## config.mk

```make
export PLATFORM = sky130hd
export DESIGN_NAME = ecam_xlat_top
export DESIGN_NICKNAME = d
export VERILOG_FILES = /design/src/rtl/ecam_xlat_pkg.sv /design/src/rtl/ecam_region_file.sv /design/src/rtl/ecam_addr_decode.sv /design/src/rtl/ecam_xlat_top.sv
export SDC_FILE = /design/constraint.sdc
export NUM_CORES = 1
export LEC_CHECK = 0
export BUFFER_PORTS_ARGS = -buffer_cell sky130_fd_sc_hd__buf_4
export CORE_MARGIN = 8
export CORE_UTILIZATION = 60
export DETAILED_ROUTE_END_ITERATION = 7
export GPL_TIMING_DRIVEN = 0
export PLACE_DENSITY_LB_ADDON = 0.05
export SLEW_MARGIN = 30
export SYNTH_ARGS = -nofsm -noshare
export SYNTH_HDL_FRONTEND = slang
export SYNTH_SLANG_ARGS = --single-unit
```

## constraint.sdc

```tcl
create_clock -name clk -period 6.6 [get_ports clk]
set_input_delay 1.32 -clock clk [delete_from_list [all_inputs] [get_ports clk]]
set_output_delay 1.32 -clock clk [all_outputs]
set_load 0.02 [all_outputs]
```

## src/rtl/ecam_xlat_pkg.sv

```systemverilog
package ecam_xlat_pkg;
  localparam int AW          = 32;
  localparam int SLICE_SHIFT = 20;
  localparam int ALIGN_BITS  = 28;

  localparam int CTL_EN      = 31;
  localparam int CTL_BARMODE = 30;
  localparam int CTL_SHIFT   = 28;
  localparam int CTL_NOPAY   = 22;
  localparam int CTL_FNMATCH = 19;

  typedef enum logic [2:0] {
    SEL_RBASE = 3'd0,
    SEL_RSIZE = 3'd1,
    SEL_RKIND = 3'd2,
    SEL_RCTL  = 3'd3,
    SEL_WBASE = 3'd4,
    SEL_WSIZE = 3'd5,
    SEL_WBUS  = 3'd6
  } sel_e;

  typedef enum logic [1:0] {
    OUT_NONE = 2'd0,
    OUT_CFG  = 2'd1,
    OUT_LOC  = 2'd2,
    OUT_ERR  = 2'd3
  } out_e;

  localparam logic [1:0] ERR_UR    = 2'd1;
  localparam logic [1:0] ERR_ALIGN = 2'd2;

  typedef struct packed {
    logic [AW-1:0] base;
    logic [AW-1:0] size;
    logic [31:0]   kind;
    logic [31:0]   ctl;
  } region_t;
endpackage

```

## src/rtl/ecam_region_file.sv

```systemverilog
module ecam_region_file
  import ecam_xlat_pkg::*;
#(
  parameter int NREG  = 2,
  parameter int IDX_W = 1
) (
  input  logic              clk,
  input  logic              rst,
  input  logic              wr_en,
  input  logic [2:0]        wr_sel,
  input  logic [IDX_W-1:0]  wr_idx,
  input  logic [31:0]       wr_data,
  output region_t           regs_o [NREG],
  output logic [AW-1:0]     win_base_o,
  output logic [AW-1:0]     win_size_o,
  output logic [31:0]       win_bus_o
);
  logic shift_ok;
  assign shift_ok = (win_base_o[ALIGN_BITS-1:0] == '0) &&
                    ((win_size_o >> SLICE_SHIFT) >= win_bus_o);

  always_ff @(posedge clk) begin
    if (rst) begin
      win_base_o <= '0;
      win_size_o <= '0;
      win_bus_o  <= '0;
    end else if (wr_en) begin
      case (wr_sel)
        SEL_WBASE: win_base_o <= wr_data;
        SEL_WSIZE: win_size_o <= wr_data;
        SEL_WBUS:  win_bus_o  <= wr_data;
        default: ;
      endcase
    end
  end

  for (genvar g = 0; g < NREG; g++) begin : g_reg
    logic locked, mine;
    assign locked = regs_o[g].ctl[CTL_EN];
    assign mine   = wr_en && (wr_idx == IDX_W'(g));
    always_ff @(posedge clk) begin
      if (rst) begin
        regs_o[g] <= '0;
      end else if (mine) begin
        case (wr_sel)
          SEL_RBASE: if (!locked) regs_o[g].base <= wr_data;
          SEL_RSIZE: if (!locked) regs_o[g].size <= wr_data;
          SEL_RKIND: if (!locked) regs_o[g].kind <= wr_data;
          SEL_RCTL: if (!locked || !wr_data[CTL_EN]) begin
            regs_o[g].ctl <= wr_data;
            regs_o[g].ctl[CTL_SHIFT] <= wr_data[CTL_SHIFT] && shift_ok;
          end
          default: ;
        endcase
      end
    end
  end
endmodule

```

## src/rtl/ecam_addr_decode.sv

```systemverilog
module ecam_addr_decode
  import ecam_xlat_pkg::*;
#(
  parameter int NREG = 2
) (
  input  region_t        regs_i [NREG],
  input  logic [AW-1:0]  win_base_i,
  input  logic [AW-1:0]  win_size_i,
  input  logic [AW-1:0]  addr_i,
  input  logic [1:0]     size_i,
  output out_e           kind_o,
  output logic [15:0]    bdf_o,
  output logic [9:0]     reg_o,
  output logic [3:0]     be_o,
  output logic           type1_o,
  output logic [SLICE_SHIFT-1:0] loc_off_o,
  output logic [1:0]     err_o
);
  localparam logic [AW:0] SLICE = (AW+1)'(1) << SLICE_SHIFT;

  logic [NREG-1:0] hit;
  for (genvar g = 0; g < NREG; g++) begin : g_hit
    logic [AW:0] lo, hi, a;
    assign a  = {1'b0, addr_i};
    assign lo = {1'b0, regs_i[g].base};
    assign hi = lo + {1'b0, regs_i[g].size};
    assign hit[g] = (a >= lo) && (a < hi) && regs_i[g].ctl[CTL_EN];
  end

  logic        misalign, in_local, found;
  logic [AW-1:0] diff;
  region_t     pick;

  assign diff     = addr_i - win_base_i;
  assign in_local = (win_size_i != '0) && (addr_i >= win_base_i) &&
                    ({1'b0, diff} < SLICE);
  assign misalign = (size_i == 2'd1 && addr_i[0]) ||
                    (size_i[1] && addr_i[1:0] != 2'b00);

  always_comb begin
    found = 1'b0;
    pick  = '0;
    for (int i = NREG - 1; i >= 0; i--) begin
      if (hit[i]) begin
        found = 1'b1;
        pick  = regs_i[i];
      end
    end
  end

  always_comb begin
    case (size_i)
      2'd0:    be_o = 4'b0001 << addr_i[1:0];
      2'd1:    be_o = addr_i[1] ? 4'b1100 : 4'b0011;
      default: be_o = 4'b1111;
    endcase
  end

  assign bdf_o     = pick.ctl[CTL_SHIFT] ? addr_i[27:12] : pick.kind[31:16];
  assign reg_o     = addr_i[11:2];
  assign type1_o   = pick.kind[0];
  assign loc_off_o = diff[SLICE_SHIFT-1:0];

  always_comb begin
    err_o = 2'd0;
    if (misalign) begin
      kind_o = OUT_ERR;
      err_o  = ERR_ALIGN;
    end else if (in_local) begin
      kind_o = OUT_LOC;
    end else if (found) begin
      kind_o = OUT_CFG;
    end else begin
      kind_o = OUT_ERR;
      err_o  = ERR_UR;
    end
  end
endmodule

```

## src/rtl/ecam_xlat_top.sv

```systemverilog
module ecam_xlat_top
  import ecam_xlat_pkg::*;
#(
  parameter int NREG  = 2,
  parameter int IDX_W = (NREG > 1) ? $clog2(NREG) : 1
) (
  input  logic             clk,
  input  logic             rst,
  input  logic             wr_en,
  input  logic [2:0]       wr_sel,
  input  logic [IDX_W-1:0] wr_idx,
  input  logic [31:0]      wr_data,
  input  logic             acc_valid,
  input  logic [31:0]      acc_addr,
  input  logic             acc_write,
  input  logic [1:0]       acc_size,
  output logic             cfg_valid,
  output logic             cfg_write,
  output logic             cfg_type1,
  output logic [15:0]      cfg_bdf,
  output logic [9:0]       cfg_reg,
  output logic [3:0]       rsp_be,
  output logic             loc_valid,
  output logic [19:0]      loc_offset,
  output logic             err_valid,
  output logic [1:0]       err_code
);
  region_t       regs [NREG];
  logic [AW-1:0] win_base, win_size;
  logic [31:0]   win_bus;

  out_e        d_kind;
  logic [15:0] d_bdf;
  logic [9:0]  d_reg;
  logic [3:0]  d_be;
  logic        d_t1;
  logic [SLICE_SHIFT-1:0] d_off;
  logic [1:0]  d_err;

  ecam_region_file #(.NREG(NREG), .IDX_W(IDX_W)) u_regs (
    .clk(clk), .rst(rst), .wr_en(wr_en), .wr_sel(wr_sel), .wr_idx(wr_idx),
    .wr_data(wr_data), .regs_o(regs), .win_base_o(win_base),
    .win_size_o(win_size), .win_bus_o(win_bus)
  );

  ecam_addr_decode #(.NREG(NREG)) u_dec (
    .regs_i(regs), .win_base_i(win_base), .win_size_i(win_size),
    .addr_i(acc_addr), .size_i(acc_size), .kind_o(d_kind), .bdf_o(d_bdf),
    .reg_o(d_reg), .be_o(d_be), .type1_o(d_t1), .loc_off_o(d_off),
    .err_o(d_err)
  );

  always_ff @(posedge clk) begin
    if (rst) begin
      cfg_valid  <= 1'b0;
      cfg_write  <= 1'b0;
      cfg_type1  <= 1'b0;
      cfg_bdf    <= '0;
      cfg_reg    <= '0;
      rsp_be     <= '0;
      loc_valid  <= 1'b0;
      loc_offset <= '0;
      err_valid  <= 1'b0;
      err_code   <= '0;
    end else begin
      cfg_valid  <= acc_valid && (d_kind == OUT_CFG);
      loc_valid  <= acc_valid && (d_kind == OUT_LOC);
      err_valid  <= acc_valid && (d_kind == OUT_ERR);
      cfg_write  <= acc_valid && acc_write;
      cfg_type1  <= acc_valid && (d_kind == OUT_CFG) && d_t1;
      cfg_bdf    <= (acc_valid && d_kind == OUT_CFG) ? d_bdf : '0;
      cfg_reg    <= (acc_valid && d_kind == OUT_CFG) ? d_reg : '0;
      rsp_be     <= (acc_valid && d_kind != OUT_ERR) ? d_be : '0;
      loc_offset <= (acc_valid && d_kind == OUT_LOC) ? d_off : '0;
      err_code   <= acc_valid ? d_err : '0;
    end
  end
endmodule

```

==> report_table.html <==
<table>
<tr><th>Metric</th><th>Value</th></tr>
<tr><th colspan="2">Global route</th></tr>
<tr><td>Pin count of the biggest net entering global routing</td><td>14</td></tr>
<tr><td>First-pass GRT wire length</td><td>96,700 um</td></tr>
<tr><td>All-layer global routing usage</td><td>0.314</td></tr>
<tr><td>Via count of the first global-routing pass</td><td>18,000</td></tr>
<tr><td>Antenna violations before repair</td><td>0</td></tr>
<tr><td>Aggregate global routing overflow</td><td>0</td></tr>
<tr><th colspan="2">Clock network</th></tr>
<tr><td>TritonCTS buffer count</td><td>36</td></tr>
<tr><td>CTS hold repair buffers</td><td>0</td></tr>
<tr><td>Worst-skew pair later-pin latency</td><td>0.53 ns</td></tr>
<tr><td>CTS clock-pin slew for the worst setup and hold paths</td><td>0.06 ns</td></tr>
<tr><td>Sinks on Clock Net</td><td>319</td></tr>
<tr><td>Post-cts repair resize count</td><td>0</td></tr>
<tr><td># H-tree levels</td><td>2</td></tr>
<tr><td>Post-CTS Setup Bufs</td><td>0</td></tr>
<tr><td>CTS Buffer Depth</td><td>3</td></tr>
<tr><td>Root buffer selected by CTS</td><td>clkbuf_16</td></tr>
<tr><td>TritonCTS clock tree</td><td>yes</td></tr>
<tr><th colspan="2">STA</th></tr>
<tr><td>Setup tns final</td><td>0 ns</td></tr>
<tr><td>Max Fclk</td><td>162 MHz</td></tr>
<tr><td>Final count of hold timing violations</td><td>0</td></tr>
<tr><td>Ratio of final minimum period to clock period</td><td>0.937</td></tr>
<tr><td>Minimum clock period</td><td>~6 ns</td></tr>
<tr><td>Final worst clock skew</td><td>a little over 0.02 ns</td></tr>
<tr><td>Actual slew at the worst max-slew pin</td><td>1.04 ns</td></tr>
<tr><td>RSZ-0062 raised after global routing</td><td>no</td></tr>
<tr><td>Final setup viols</td><td>0</td></tr>
<tr><td>Rel. slew slack</td><td>0.309</td></tr>
<tr><td>Final worst hold slack</td><td>0.454 ns</td></tr>
<tr><td>Max Slew Vio Count</td><td>0</td></tr>
<tr><th colspan="2">Synthesis</th></tr>
<tr><td>Number of synthesized flops with an enable pin</td><td>0</td></tr>
<tr><td>Post-Syn Instances</td><td>2,547</td></tr>
<tr><td>Netlist Area Pre-Place</td><td>around 20,000 um2</td></tr>
<tr><td>Flip-flop cell with the highest count after synthesis</td><td>dfxtp_1</td></tr>
<tr><td>Number of warning messages in the yosys log</td><td>0</td></tr>
<tr><td>Library cells used by synthesis</td><td>78</td></tr>
<tr><td>Fraction of synthesis flops using an asynchronous set or reset pin</td><td>0</td></tr>
<tr><td>FF+latch count, synth</td><td>~320</td></tr>
<tr><td>Syn_area_per_cell</td><td>7.73 um2</td></tr>
<tr><td>Part of the Yosys area used for sequential elements</td><td>0.324</td></tr>
<tr><td>Net count after synthesis</td><td>2,859</td></tr>
<tr><th colspan="2">Route</th></tr>
<tr><td>Total Routed Length</td><td>62,700 um</td></tr>
<tr><td>Total number of vias</td><td>18,900</td></tr>
<tr><td># DRC</td><td>0</td></tr>
<tr><td>Iter 0 DRT Violations</td><td>1,572</td></tr>
<tr><td>Detail-routed via count per cell</td><td>approximately 6.0</td></tr>
<tr><td>Number of nets with antenna violations after routing</td><td>0</td></tr>
<tr><td>Number of detailed-routing iterations run before antenna repair</td><td>6</td></tr>
<tr><td>Wire length per cell after detailed routing</td><td>19.8 um</td></tr>
<tr><th colspan="2">Pwr</th></tr>
<tr><td>Peak supply drop</td><td>approximately 0.21 mV</td></tr>
<tr><td>Power per standard cell area</td><td>206 nW/um2</td></tr>
<tr><td>Leak pwr</td><td>between 8 and 9 nW</td></tr>
<tr><td>Power consumption</td><td>~0.0046 W</td></tr>
<tr><th colspan="2">Worst setup path</th></tr>
<tr><td>Setup Crit Path Kind</td><td>flip-flop to flip-flop</td></tr>
<tr><td>Register-to-Register Setup Slack</td><td>0.41 ns</td></tr>
<tr><td>Capturing instance or port of the critical path</td><td>cfg_reg[8]</td></tr>
<tr><td>Launching element type of the critical path</td><td>flip-flop</td></tr>
<tr><td>Required time reported for the critical path endpoint</td><td>6.98 ns</td></tr>
<tr><td>Reg2reg path depth</td><td>24</td></tr>
<tr><td>Worst flop-to-flop path endpoint</td><td>cfg_reg[8]</td></tr>
<tr><td>Arrival time at the worst endpoint</td><td>6.57 ns</td></tr>
<tr><td>Critical Path Fanout Max</td><td>10</td></tr>
<tr><td>Setup crit end kind</td><td>flip-flop</td></tr>
<tr><td>FF-to-FF Start</td><td>u_regs.regs_o[96]</td></tr>
<tr><td>CP Launch Point</td><td>u_regs.regs_o[96]</td></tr>
<tr><th colspan="2">Run status</th></tr>
<tr><td>Status</td><td>complete, no violations</td></tr>
<tr><th colspan="2">Worst hold path</th></tr>
<tr><td>Worst hold-check path type</td><td>flip-flop to flip-flop</td></tr>
<tr><th colspan="2">Job</th></tr>
<tr><td>Max-cap violations</td><td>0</td></tr>
<tr><th colspan="2">Place</th></tr>
<tr><td>Placer Congestion</td><td>0.973</td></tr>
<tr><td>Buffers added on ports</td><td>between 100 and 150</td></tr>
<tr><td>HPWL Detailed</td><td>48,400 um</td></tr>
<tr><th colspan="2">Cells and area</th></tr>
<tr><td>Fraction of final layout cells with drive strength greater than 1</td><td>0.0742</td></tr>
<tr><td>Net count reported at finish</td><td>roughly 3,000</td></tr>
<tr><td>Number of flip-flops under the largest register name</td><td>166</td></tr>
<tr><td>Largest register by flop count</td><td>u_regs.regs_o</td></tr>
<tr><td>Inserted Diodes</td><td>0</td></tr>
<tr><td>Fill cell instance count of the final layout</td><td>2,777</td></tr>
<tr><td>Area delta synth-&gt;final</td><td>13.2%</td></tr>
<tr><th colspan="2">Floorplan</th></tr>
<tr><td>Starting utilization of the core area</td><td>0.607</td></tr>
<tr><td>Rows</td><td>66</td></tr>
<tr><td>Die extent in y</td><td>197 um</td></tr>
<tr><td>Die outline area</td><td>38,900 um2</td></tr>
<tr><td>Core Footprint</td><td>32,500 um2</td></tr>
<tr><td>Die outline width</td><td>197 um</td></tr>
<tr><td>Boundary pin count</td><td>132</td></tr>
</table>
==> worst min path at each step <==
stage	startpoint	endpoint	slack [ns]	depth (start not counted)
global route	u_regs.win_bus_o[29]	u_regs.win_bus_o[29]	0.47	2
floorplan	u_regs.regs_o[176]	u_regs.regs_o[176]	0.44	2
detailed placement	u_regs.win_bus_o[3]	u_regs.win_bus_o[3]	0.45	2
CTS	u_regs.win_bus_o[3]	u_regs.win_bus_o[3]	0.46	2
global placement	u_regs.regs_o[190]	u_regs.regs_o[190]	0.44	2
finish	u_regs.win_bus_o[29]	u_regs.win_bus_o[29]	0.45	2
==> cell type report <==
type	instances	area (um2)	area share
clock buffer	46	970	0.0435
buffer	130	523	0.0235
multi-input combinational	1945	12200	0.547
tap	442	553	0.0248
clock inverter	16	219	0.00982
sequential	319	6390	0.287
inverter	153	574	0.0258
timing repair buffer	115	863	0.0387
==> metal layers <==
metal / vias to the layer above / wire length, um / track usage
met5: - / 0 / 0
met1: 8815 / 26400 / 0.403
met2: 756 / 28300 / 0.514
met3: 165 / 4880 / 0.0414
met4: 0 / 3110 / 0.157
li1: 9168 / - / -
==> cell usage after synthesis, types with 37 or more instances <==
cell,count,share of area
nor3_1,49,0.012
a21o_1,60,0.023
mux2i_1,37,0.019
clkbuf_1,121,0.023
ha_1,234,0.15
xnor2_1,41,0.018
dfxtp_1,319,0.32
a21oi_1,372,0.095
nor2_1,65,0.012
inv_1,153,0.029
nand2_1,602,0.11
o21ai_0,84,0.021
==> cells in the final DEF (no fill, tap or decap), types with 31 or more instances in the layout <==
cell	count
mux2i_1	37
nand4_1	31
ha_1	234
nand2_1	602
nor3_1	49
clkbuf_16	37
a21oi_1	372
nand2b_1	32
xnor2_1	41
buf_4	119
o21ai_0	84
nor2_1	65
clkbuf_1	128
inv_1	153
a21o_1	60
dfxtp_1	319
xor2_1	32
==> cell families (layout without fill, tap and decap cells) <==
logic type / Yosys count / after routing / share of synthesized area
DFF: 319 / 319 / 0.324
AOI/OAI and AO/OA: 695 / 695 / 0.215
muxes: 37 / 37 / 0.0188
buffers and inverters: 283 / 460 / 0.0557
xor gates and xnor gates: 73 / 73 / 0.0325
and+or+nand+nor: 903 / 903 / 0.202
adders and majority gates: 237 / 237 / 0.152
==> where the power goes <==
group          internal [W]  total, W  switching (W)  leakage, nW
sequential          0.00195   0.00197      0.0000184         2.58
clock               0.00124   0.00205       0.000810        0.584
combinational      0.000201  0.000584       0.000383         5.41
total               0.00339   0.00460        0.00121         8.57
==> critical path, stage by stage, from the launching register on <==
cell      delay (ns)
dfxtp_1         0.37
ha_1            0.23
fa_1            0.42
a211o_1         0.31
a21oi_1         0.19
o21ai_0         0.16
a21oi_1         0.33
nor2b_1         0.09
o21a_1          0.19
o21ai_0         0.31
a21oi_1         0.17
nor4_1          0.22
a311oi_1        0.10
ha_1            0.34
a21oi_1         0.15
o21ai_0         0.10
nor3_1          0.24
o21ai_0         0.15
a21oi_1         0.36
o41ai_1         0.15
a31oi_1         0.34
o21ai_1         0.11
nand2_1         0.31
buf_2           0.28
nor4b_1         0.40
==> metrics by stage <==
step | setup slack, ns | cells | util | area (um2)
after floorplan | 1.74 | 2547 | - | 19700
after global placement | 0.631 | 3104 | 0.650 | 21100
after detailed placement | 0.552 | 3104 | 0.650 | 21100
after CTS | 0.527 | 3166 | 0.687 | 22300
after global routing | 0.124 | 3166 | 0.687 | 22300
final | 0.415 | 3166 | 0.687 | 22300
No activity file was read; power rests on OpenSTA's default activity.
